--- src/rtl/crw_pkg.sv ---
package crw_pkg;
  localparam int FW = 4;
  typedef logic [FW-1:0] field_t;

  // bit j set when mask selects it and mode bit matches the source bit
  function automatic field_t crw_hit(field_t msk, field_t mde, logic s);
    return msk & ~(mde ^ {FW{s}});
  endfunction

  // optionally keep old bits outside the mask
  function automatic field_t crw_merge(field_t hit, field_t old, field_t msk, logic m);
    return m ? (hit | (old & ~msk)) : hit;
  endfunction
endpackage

--- src/rtl/crw_seq.sv ---
module crw_seq #(
  parameter int PRED_W = 64,
  parameter int IDX_W  = 6,
  parameter int VL_W   = $clog2(PRED_W + 1)
) (
  input  logic              clk,
  input  logic              rst_n,
  input  logic              start,
  input  logic [IDX_W-1:0]  base_idx,
  input  logic [VL_W-1:0]   vec_len,
  input  logic [PRED_W-1:0] dst_pred,
  input  logic              zero_en,
  input  logic              merge_m,
  input  crw_pkg::field_t   mask,
  input  crw_pkg::field_t   mode,
  input  logic              src_zero,
  input  logic [PRED_W-1:0] src_bits,
  output logic              busy,
  output logic              done,
  output logic              el_go,
  output logic [IDX_W-1:0]  el_idx,
  output logic              el_pred,
  output logic              el_src,
  output logic              cfg_zen,
  output logic              cfg_m,
  output crw_pkg::field_t   cfg_mask,
  output crw_pkg::field_t   cfg_mode
);
  localparam int EW = (PRED_W > 1) ? $clog2(PRED_W) : 1;
  localparam logic [VL_W-1:0] VL_MAX = VL_W'(PRED_W);

  logic [IDX_W-1:0]  base_q;
  logic [VL_W-1:0]   vl_q;
  logic [PRED_W-1:0] pred_q;
  logic [PRED_W-1:0] src_q;
  logic [EW-1:0]     cnt;
  logic [VL_W-1:0]   vl_eff;
  logic              accept;
  logic              last_el;

  assign vl_eff  = (vec_len > VL_MAX) ? VL_MAX : vec_len;
  assign accept  = start && !busy;
  assign last_el = busy && ((VL_W'(cnt) + VL_W'(1)) == vl_q);

  always_ff @(posedge clk) begin
    if (!rst_n) begin
      busy     <= 1'b0;
      done     <= 1'b0;
      cnt      <= '0;
      base_q   <= '0;
      vl_q     <= '0;
      pred_q   <= '0;
      src_q    <= '0;
      cfg_zen  <= 1'b0;
      cfg_m    <= 1'b0;
      cfg_mask <= '0;
      cfg_mode <= '0;
    end else begin
      done <= last_el || (accept && vl_eff == '0);
      if (accept) begin
        busy     <= (vl_eff != '0);
        cnt      <= '0;
        base_q   <= base_idx;
        vl_q     <= vl_eff;
        pred_q   <= dst_pred;
        src_q    <= src_zero ? '0 : src_bits;
        cfg_zen  <= zero_en;
        cfg_m    <= merge_m;
        cfg_mask <= mask;
        cfg_mode <= mode;
      end else if (busy) begin
        if (last_el) busy <= 1'b0;
        cnt <= cnt + EW'(1);
      end
    end
  end

  assign el_go   = busy;
  assign el_idx  = base_q + IDX_W'(cnt);
  assign el_pred = pred_q[cnt];
  assign el_src  = src_q[cnt];


  done_excl_busy_chk: assert property (@(posedge clk) disable iff (!rst_n)
    done |-> !busy);

  cnt_in_range_chk: assert property (@(posedge clk) disable iff (!rst_n)
    busy |-> (VL_W'(cnt) < vl_q));

  cfg_held_chk: assert property (@(posedge clk) disable iff (!rst_n)
    (busy && !last_el) |=> (busy && $stable(cfg_mask) && $stable(base_q) && $stable(cfg_m)));
endmodule

--- src/rtl/crw_elem_alu.sv ---
module crw_elem_alu (
  input  logic            clk,
  input  logic            rst_n,
  input  logic            go,
  input  logic            pred,
  input  logic            s,
  input  logic            zen,
  input  logic            m,
  input  crw_pkg::field_t mask,
  input  crw_pkg::field_t mode,
  input  crw_pkg::field_t old,
  output logic            we,
  output crw_pkg::field_t val
);
  import crw_pkg::*;

  field_t hit;
  assign hit = crw_hit(mask, mode, s);

  always_comb begin
    we  = 1'b0;
    val = old;
    if (go) begin
      if (pred) begin
        we  = 1'b1;
        val = crw_merge(hit, old, mask, m);
      end else if (zen) begin
        we  = 1'b1;
        val = '0;
      end
    end
  end


  skip_no_write_chk: assert property (@(posedge clk) disable iff (!rst_n)
    (go && !pred && !zen) |-> !we);

  zeroed_clear_chk: assert property (@(posedge clk) disable iff (!rst_n)
    (we && !pred) |-> (val == '0));

  merge_keep_chk: assert property (@(posedge clk) disable iff (!rst_n)
    (we && pred && m) |-> ((val & ~mask) == (old & ~mask)));
endmodule

--- src/rtl/crw_field_file.sv ---
module crw_field_file #(
  parameter int NUM_FIELDS = 64,
  parameter int IDX_W      = $clog2(NUM_FIELDS)
) (
  input  logic             clk,
  input  logic             rst_n,
  input  logic             we,
  input  logic [IDX_W-1:0] wr_idx,
  input  crw_pkg::field_t  wr_val,
  output crw_pkg::field_t  old_val,
  input  logic [IDX_W-1:0] rd_idx,
  output crw_pkg::field_t  rd_val
);
  crw_pkg::field_t        fld [NUM_FIELDS];
  logic [NUM_FIELDS-1:0]  wr_hit;

  for (genvar g = 0; g < NUM_FIELDS; g++) begin : g_fld
    assign wr_hit[g] = we && (wr_idx == IDX_W'(g));
    always_ff @(posedge clk) begin
      if (!rst_n)         fld[g] <= '0;
      else if (wr_hit[g]) fld[g] <= wr_val;
    end
  end

  assign old_val = fld[wr_idx];
  assign rd_val  = fld[rd_idx];


  one_target_chk: assert property (@(posedge clk) disable iff (!rst_n)
    $onehot0(wr_hit));

  write_lands_chk: assert property (@(posedge clk) disable iff (!rst_n)
    we |=> (fld[$past(wr_idx)] == $past(wr_val)));
endmodule

--- src/rtl/crw_vec_writer.sv ---
module crw_vec_writer #(
  parameter int NUM_FIELDS = 64,
  parameter int PRED_W     = 64,
  parameter int IDX_W      = $clog2(NUM_FIELDS),
  parameter int VL_W       = $clog2(PRED_W + 1)
) (
  input  logic              clk,
  input  logic              rst_n,
  input  logic              start,
  input  logic [IDX_W-1:0]  base_idx,
  input  logic [VL_W-1:0]   vec_len,
  input  logic [PRED_W-1:0] dst_pred,
  input  logic              zero_en,
  input  logic              merge_m,
  input  logic [3:0]        mask,
  input  logic [3:0]        mode,
  input  logic              src_zero,
  input  logic [PRED_W-1:0] src_bits,
  output logic              busy,
  output logic              done,
  input  logic [IDX_W-1:0]  rd_idx,
  output logic [3:0]        rd_field
);
  import crw_pkg::*;

  logic             el_go, el_pred, el_src, cfg_zen, cfg_m, wr_en;
  logic [IDX_W-1:0] el_idx;
  field_t           cfg_mask, cfg_mode, old_val, wr_val;

  crw_seq #(.PRED_W(PRED_W), .IDX_W(IDX_W), .VL_W(VL_W)) u_seq (
    .clk(clk), .rst_n(rst_n), .start(start), .base_idx(base_idx),
    .vec_len(vec_len), .dst_pred(dst_pred), .zero_en(zero_en),
    .merge_m(merge_m), .mask(mask), .mode(mode), .src_zero(src_zero),
    .src_bits(src_bits), .busy(busy), .done(done), .el_go(el_go),
    .el_idx(el_idx), .el_pred(el_pred), .el_src(el_src),
    .cfg_zen(cfg_zen), .cfg_m(cfg_m), .cfg_mask(cfg_mask), .cfg_mode(cfg_mode)
  );

  crw_elem_alu u_alu (
    .clk(clk), .rst_n(rst_n), .go(el_go), .pred(el_pred), .s(el_src),
    .zen(cfg_zen), .m(cfg_m), .mask(cfg_mask), .mode(cfg_mode),
    .old(old_val), .we(wr_en), .val(wr_val)
  );

  crw_field_file #(.NUM_FIELDS(NUM_FIELDS), .IDX_W(IDX_W)) u_file (
    .clk(clk), .rst_n(rst_n), .we(wr_en), .wr_idx(el_idx), .wr_val(wr_val),
    .old_val(old_val), .rd_idx(rd_idx), .rd_val(rd_field)
  );


  write_only_busy_chk: assert property (@(posedge clk) disable iff (!rst_n)
    wr_en |-> busy);
endmodule

--- config.mk ---
export PLATFORM = sky130hd
export DESIGN_NAME = crw_vec_writer
export DESIGN_NICKNAME = d
export VERILOG_FILES = /design/src/rtl/crw_pkg.sv /design/src/rtl/crw_seq.sv /design/src/rtl/crw_elem_alu.sv /design/src/rtl/crw_field_file.sv /design/src/rtl/crw_vec_writer.sv
export SDC_FILE = /design/constraint.sdc
export NUM_CORES = 1
export LEC_CHECK = 0
export BUFFER_PORTS_ARGS = -buffer_cell sky130_fd_sc_hd__buf_4
export CELL_PAD_IN_SITES_DETAIL_PLACEMENT = 0
export CELL_PAD_IN_SITES_GLOBAL_PLACEMENT = 1
export CORE_UTILIZATION = 54
export CTS_CLUSTER_SIZE = 40
export DETAILED_ROUTE_END_ITERATION = 7
export PLACE_DENSITY = 0.92
export SYNTH_ARGS = -nofsm -noshare
export SYNTH_HDL_FRONTEND = slang
export SYNTH_HIERARCHICAL = 1
export SYNTH_SLANG_ARGS = --single-unit
--- constraint.sdc ---
create_clock -name clk -period 10.7 [get_ports clk]
set_input_delay 1.07 -clock clk [delete_from_list [all_inputs] [get_ports clk]]
set_output_delay 1.07 -clock clk [all_outputs]
set_load 0.1 [all_outputs]
==> run_results.csv, run 1 <==
group,metric,value,unit
outcome,status,"finished clean",
min_path,hold_start,"u_seq/pred_q[45]",
synth,synthMuxAreaShare,0.188,
timing,finalCriticalPeriod,4.78,ns
final_layout,drive_above_1_share,0.261,
clocking,clock-sinks,415,
detailed_routing,dr.pass1.iters,7,
placed_design,dp_cells,2090,
synth,synth_edf_count,256,
floorplan,die_w,197,um
final_layout,nets,1793,
timing,period_share,0.446,
pwr,intPower,2.92,mW
final_layout,instances_no_fill,2171,
timing,setup-violations-final,0,
synth,synth_xor_xnor_area_share,0.00938,
detailed_routing,wl_met1,20100,um
timing,fmax,209,MHz
timing,fin_tns_setup,0,ns
global_routing,grt_usage,0.279,
detailed_routing,routedWlPerCell,24.5,um
global_routing,grt_max_degree,93,
detailed_routing,viasPerCell,6.38,
clocking,cts_tree,"built",
clocking,htree_num_levels,2,
synth,syn_area,20500,sq um
timing,final-hold-violation-count,0,
synth,synth_top_family_by_area,"multiplexers",
final_layout,seqCellArea,10900,sq um
timing,slew_violations,0,
critical_path,crit_slowest_cell,"buf_4",
pwr,ir_drop,0.000134,V
synth,synthSimpleGateAreaFrac,0.117,
clocking,cts_setup_buffers,0,
detailed_routing,antenna_left,0,
critical_path,criticalPathCategory,"in2out",
global_routing,grt_pass1_vias,14100,
critical_path,cp-start-kind,"primary input",
critical_path,rr_startpoint,"u_seq/cnt[1]",
synth,yosysUniqueCellTypes,58,
synth,ys_seq_area_frac,0.529,
final_layout,fillCellCount,2805,
global_routing,grt-ovfl-total,0,
synth,synthAdderAreaFrac,0.00463,
pwr,combPwrFrac,0.134,
min_path,min_path_type,"reg2reg",
floorplan,die_h,197,um
floorplan,top_level_ports,167,
critical_path,crit_chain,"buf_4, buf_4, mux4_2, o221ai_1, o21ai_0, a22o_1, buf_4",
run,timing.max_cap.violations,0,
floorplan,rows,71,
global_routing,grt_first_pass_wirelength,82000,um
pwr,switching_share,0.250,
timing,layout_setup_ws,5.92,ns
timing,fin_skew,0.0223,ns
synth,ys_seq_elements,415,
critical_path,cp_max_fo,46,
synth,synth-async-reset-ratio,0,
clocking,cts_buffer_depth,3,
synth,synth_compound_area_frac,0.119,
placed_design,dpl.hpwl,36600,um
placed_design,io_buffers,166,
critical_path,crit_path_frequent_cell,"buf_4",
critical_path,arrival,3.71,ns
global_routing,grt_antenna_before_repair,0,
detailed_routing,top_layer,"met4",
synth,postSynthCellCount,1535,
pwr,switchingPower,0.973,mW
clocking,root_buffer,"clkbuf_16",
detailed_routing,first_iter_violations,1374,
timing,slew_headroom,0.289,
detailed_routing,routed_wl,53100,um
final_layout,num_antenna_cells,0,
floorplan,start_util,0.547,
detailed_routing,vias,13900,
synth,yosys_most_used_dff,"edfxtp_1",
detailed_routing,drc_errors,0,
placed_design,pre_cts_ws,5.90,ns
final_layout,areaGrowthSynthToFinish,14.1,%
synth,avgSynthCellArea,13.4,sq um
timing,tightest_slew,1.07,ns
critical_path,required,9.63,ns
floorplan,core_area,37600,sq um
pwr,p_per_area,166,nW/um^2
clocking,cts-resized-gates,0,
final_layout,multi_input_area,9040,sq um
detailed_routing,wl_met3,5620,um
synth,syn_nets,1703,
clocking,numCtsBuffers,44,
clocking,clock_latency,0.57,ns
timing,rsz0062_at_grt,"false",
clocking,cts_hold_buf,0,
pwr,leakagePower,8.54,nW
pwr,clkPwrFrac,0.403,
pwr,seqPwrFrac,0.463,
floorplan,die_area,38800,sq um
placed_design,globalplace.congestion,0.959,
clocking,path_clk_slew,0.06,ns
detailed_routing,dr_wl_met2,25900,um
synth,synth_warnings,6,
critical_path,cpPeakStageDelay,0.73,ns
critical_path,cp-end-kind,"primary output",
critical_path,critPathLaunch,"rd_idx[0]",
placed cells by master (no fill, tap or decap), types with 4 or more instances in the layout:
master,Yosys,layout
and2_1,260,259
edfxtp_1,256,256
buf_4,6,184
mux4_2,159,159
dfxtp_1,159,157
a22o_1,154,154
nor2_1,81,81
o21ai_0,73,73
clkbuf_16,0,46
nand2_1,37,37
a22oi_1,32,32
a21oi_1,22,22
xnor2_1,18,18
mux2i_1,16,16
clkinv_1,1,14
nand3_1,13,13
nor2b_1,10,9
mux2_2,8,8
o22ai_1,8,8
o221ai_1,7,7
clkbuf_1,88,6
bufinv_16,0,6
clkinv_2,0,5
a221oi_1,5,5
o211ai_1,5,5
nand2b_1,5,5
ha_1,6,5
a32o_2,0,4
inv_1,4,4
a211oi_1,4,4
nand3b_1,4,4
a31oi_1,4,4
or2_2,4,4
or4_1,4,4
nand4_1,4,4
xor2_1,4,4
state kept, by name, summed over array words and instances (netlist names), 4 cells and up:
register	count
u_seq/vl_q	7
u_seq/cnt	6
u_seq/src_q	64
u_seq/cfg_mode	4
u_seq/pred_q	64
u_seq/base_q	6
u_file/fld	256
u_seq/cfg_mask	4
through the flow:
stage          hold WS, ns  instance area [sq um]  power (mW)  utilization
2_1_floorplan        0.440                  20500        2.17            -
3_3_place_gp         0.454                  22000        2.34        0.584
3_5_place_dp         0.462                  22000        2.35        0.584
4_1_cts              0.476                  23400        3.91        0.624
5_1_grt              0.487                  23400        4.01        0.624
6_report             0.473                  23400        3.89        0.624
area by class of cell:
cell class | instances | share of cell area
sequential | 415 | 0.464
multi-input combinational | 974 | 0.386
timing repair buffer | 184 | 0.0589
clock buffer | 55 | 0.0516
tap | 511 | 0.0273
clock inverter | 26 | 0.0119
inverter | 6 | 0.000961
power groups by stage:
| stage | clock [mW] | combinational (mW) | sequential (mW) |
|---|---|---|---|
| 6_report | 1.57 | 0.523 | 1.80 |
| 5_1_grt | 1.65 | 0.552 | 1.81 |
| 4_1_cts | 1.59 | 0.520 | 1.80 |
| 3_5_place_dp | 0 | 0.518 | 1.83 |
| 3_3_place_gp | 0 | 0.512 | 1.83 |
| 2_1_floorplan | 0 | 0.350 | 1.82 |
synth_stat cells, types with 4 or more instances:
cell type,count,area share
a22oi_1,32,0.012
nor2_1,81,0.015
ha_1,6,0.0037
xnor2_1,18,0.0077
nand2_1,37,0.0068
xor2_1,4,0.0017
or2_2,4,0.0012
nand2b_1,5,0.0015
mux4_2,159,0.17
buf_4,6,0.0022
or4_1,4,0.0015
and2_1,260,0.079
dfxtp_1,159,0.15
a211oi_1,4,0.0015
a221oi_1,5,0.0021
o211ai_1,5,0.0018
a32o_1,4,0.0019
a31oi_1,4,0.0012
a21oi_1,22,0.0054
buf_6,9,0.0049
mux2_2,8,0.0044
edfxtp_1,256,0.37
o22ai_1,8,0.0024
buf_2,28,0.0068
nand3_1,13,0.0032
o21ai_0,73,0.018
buf_1,8,0.0015
nand4_1,4,0.0012
o221ai_1,7,0.0030
inv_1,4,0.00073
clkbuf_1,88,0.016
nor2b_1,10,0.0030
a22o_1,154,0.066
nand3b_1,4,0.0015
mux2i_1,16,0.0078
cell families after synthesis:
logic type               Yosys count
buffers and inverters            146
XOR/XNOR                          22
AO/OA/AOI/OAI                    329
AND/OR/NAND/NOR                  432
multiplexers                     184
adder cells (fa/ha/maj)            7
flip-flops                       415
critical path: cells and delay by family:
kind | cells | cell delay (ns)
compound gates | 3 | 0.65
mux | 1 | 0.61
buf+inv | 3 | 1.30
path summary, 6_finish.rpt:
kind                            end  cells after the start  slack [ns]
hold reg to reg    u_seq/pred_q[45]                      1        0.47
hold / removal     u_seq/pred_q[45]                      1        0.47
setup reg to reg  u_file/fld[27][1]                     12        5.97
setup / recovery        rd_field[3]                      7        5.92
layer usage:
metal,vias up,track usage
met5,-,0
met4,0,0.0959
met3,108,0.0666
met2,743,0.465
met1,6892,0.360
li1,6112,-
No activity file was read; power rests on OpenSTA's default activity.
==> inputs of run 2 (changes only) <==
Settings changed: ABC_AREA set to 1, CORE_UTILIZATION 54 to 40, PLACE_DENSITY 0.92 to 0.82.
Clock period 10.7 ns to 4.1 ns, I/O delays scaled along.
==> run_results.csv, run 2 <==
group,metric,value,unit
critical_path,cp-start-kind,"register",
clocking,cts-resized-gates,0,
min_path,min_to,"u_seq/pred_q[57]",
synth,postSynthCellCount,3066,
final_layout,layout_commonest_cell,"nand2_1",
floorplan,core_area,55300,sq um
pwr,clkPwrFrac,0.366,
timing,final-hold-violation-count,0,
clocking,htree_num_levels,2,
timing,hold_ws,0.0339,ns
final_layout,reg_top3,"u_file/fld (256), u_seq/pred_q (64), u_seq/src_q (64)",
clocking,cts_buffer_depth,3,
synth,synth-async-reset-ratio,0,
placed_design,dp_cells,3853,
timing,tightest_slew,1.16,ns
final_layout,num_antenna_cells,0,
detailed_routing,first_iter_violations,2445,
synth,avgSynthCellArea,7.33,sq um
global_routing,grt_pass1_vias,19900,
floorplan,die_area,57100,sq um
global_routing,grt-ovfl-total,0,
pwr,intPower,7.61,mW
floorplan,die_w,239,um
critical_path,regToRegSetupSlack,0.41,ns
final_layout,nets,3322,
critical_path,cp_max_fo,17,
pwr,combPwrFrac,0.214,
synth,synth_top_cell_by_area,"edfxtp_1",
clocking,cts_setup_buffers,0,
placed_design,globalplace.congestion,0.956,
min_path,hold_start,"dst_pred[57]",
global_routing,grt_usage,0.275,
global_routing,grt_antenna_before_repair,1,
synth,yosysUniqueCellTypes,35,
timing,fin_tns_setup,0,ns
min_path,hold_depth,3,
critical_path,arrival,3.93,ns
timing,period_share,0.901,
run,timing.max_cap.violations,0,
timing,slew_headroom,0.225,
synth,ys_top_cells_by_count,"nand2_1, nor2_1, nand3_1",
synth,syn_area,22500,sq um
final_layout,instances_no_fill,3939,
timing,fmax,271,MHz
clocking,cts_tree,"built",
synth,yosys_most_used_dff,"edfxtp_1",
pwr,ir_drop,0.000300,V
detailed_routing,routed_wl,79000,um
critical_path,required,4.33,ns
clocking,clock_latency,0.61,ns
global_routing,grt_max_degree,214,
final_layout,drive_above_1_share,0.120,
timing,setup-violations-final,0,
clocking,cts_hold_buf,0,
critical_path,cp-end-kind,"register",
timing,finalCriticalPeriod,3.69,ns
final_layout,largest_register_ffs,256,
clocking,clock-sinks,415,
synth,synth_most_common_cell,"nand2_1",
critical_path,rr_startpoint,"u_seq/cnt[0]",
timing,slew_violations,0,
synth,synth_warnings,6,
critical_path,reg2reg_depth,10,
final_layout,largest-register,"u_file/fld",
global_routing,grt_first_pass_wirelength,119000,um
detailed_routing,drc_errors,0,
synth,synth_top_area_share,0.342,
pwr,switching_share,0.324,
floorplan,die_h,239,um
final_layout,areaGrowthSynthToFinish,15.6,%
final_layout,fillCellCount,5490,
pwr,seqPwrFrac,0.420,
timing,rsz0062_at_grt,"false",
floorplan,top_level_ports,167,
pwr,switchingPower,3.66,mW
synth,syn_nets,3234,
detailed_routing,vias,21500,
placed_design,io_buffers,166,
pwr,p_per_area,434,nW/um^2
min_path,min_path_type,"in2reg",
synth,ys_seq_elements,415,
clocking,path_clk_slew,0.06,ns
critical_path,r2r-end,"u_file/fld[7][1]",
floorplan,rows,86,
timing,fin_skew,0.0370,ns
pwr,leakagePower,10.9,nW
outcome,status,"finished clean",
final_layout,layout_common_cells,"nand2_1, nor2_1, nand3_1",
synth,synth_area_leaders,"edfxtp_1, nand2_1, dfxtp_1",
placed_design,dpl.hpwl,53900,um
floorplan,start_util,0.406,
critical_path,criticalPathCategory,"reg2reg",
clocking,root_buffer,"clkbuf_16",
detailed_routing,viasPerCell,5.45,
detailed_routing,dr.pass1.iters,8,
detailed_routing,antenna_left,0,
synth,synth_edf_count,256,
clocking,numCtsBuffers,47,
synth,ys_seq_area_frac,0.484,
detailed_routing,routedWlPerCell,20.1,um
-- run 2: metrics by stage --
| stage | area (sq um) | total power, mW | util | setup WS, ns |
|---|---|---|---|---|
| 2_1_floorplan | 22500 | 6.22 | - | 1.16 |
| 3_3_place_gp | 24400 | 7.18 | 0.442 | 0.584 |
| 3_5_place_dp | 24400 | 7.20 | 0.442 | 0.589 |
| 4_1_cts | 26000 | 11.3 | 0.469 | 0.540 |
| 5_1_grt | 26000 | 11.7 | 0.469 | 0.247 |
| 6_report | 26000 | 11.3 | 0.469 | 0.406 |
-- run 2: worst max-delay path by stage --
stage	from	to	slack, ns	depth (start not counted)
6_report	u_seq/cnt[0]	u_file/fld[7][1]	0.41	10
5_1_grt	u_seq/cnt[0]	u_file/fld[42][1]	0.25	15
4_1_cts	u_seq/cnt[0]	u_file/fld[59][2]	0.54	18
3_5_place_dp	u_seq/cnt[0]	u_file/fld[59][2]	0.59	18
3_3_place_gp	u_seq/cnt[0]	u_file/fld[59][2]	0.58	18
2_1_floorplan	u_seq/base_q[0]	u_file/fld[0][1]	1.16	18
-- run 2: logic make-up after synthesis --
logic type	count (synthesis)	synth area share
fa+ha+maj	7	0.00423
simple gates	2091	0.378
flops	415	0.484
compound gates	246	0.0691
buf+inv	297	0.0603
xor+xnor	10	0.00451
-- run 2: area by class of cell --
cell class,instances,area (sq um),area share
flip-flops and latches,415,10900,0.419
multi-input cells,2354,10300,0.395
repair buffers,258,2090,0.0804
clock buffers,66,1330,0.0513
well taps,748,936,0.0360
inverters,78,303,0.0117
clock inverters,20,180,0.00694
-- run 2: per-layer routing --
metal  wire length, um  track usage  vias up  share of wire
met5                17            0        -        0.00022
met1             32700        0.367    10200           0.41
met3              6600       0.0418      137          0.083
met4              2120       0.0864        2          0.027
met2             37600        0.455      960           0.48
li1                  -            -    10200              -
-- run 2: power groups by stage --
| stage | combinational, mW | clock (mW) | sequential [mW] |
|---|---|---|---|
| final | 2.41 | 4.12 | 4.74 |
| after global routing | 2.59 | 4.36 | 4.76 |
| after CTS | 2.38 | 4.20 | 4.74 |
| after detailed placement | 2.38 | 0 | 4.82 |
| after global placement | 2.36 | 0 | 4.82 |
| after floorplan | 1.44 | 0 | 4.78 |
-- run 2: critical path, cell delays in order, from the launching register on --
cell and delay (ns):
dfxtp_2 0.37, ha_4 0.18, fa_2 0.35, xor2_1 0.25
buf_4 0.19, inv_1 0.06, nor2_4 0.36, inv_1 0.20
nor2_2 0.54, inv_1 0.31, o21ai_0 0.51
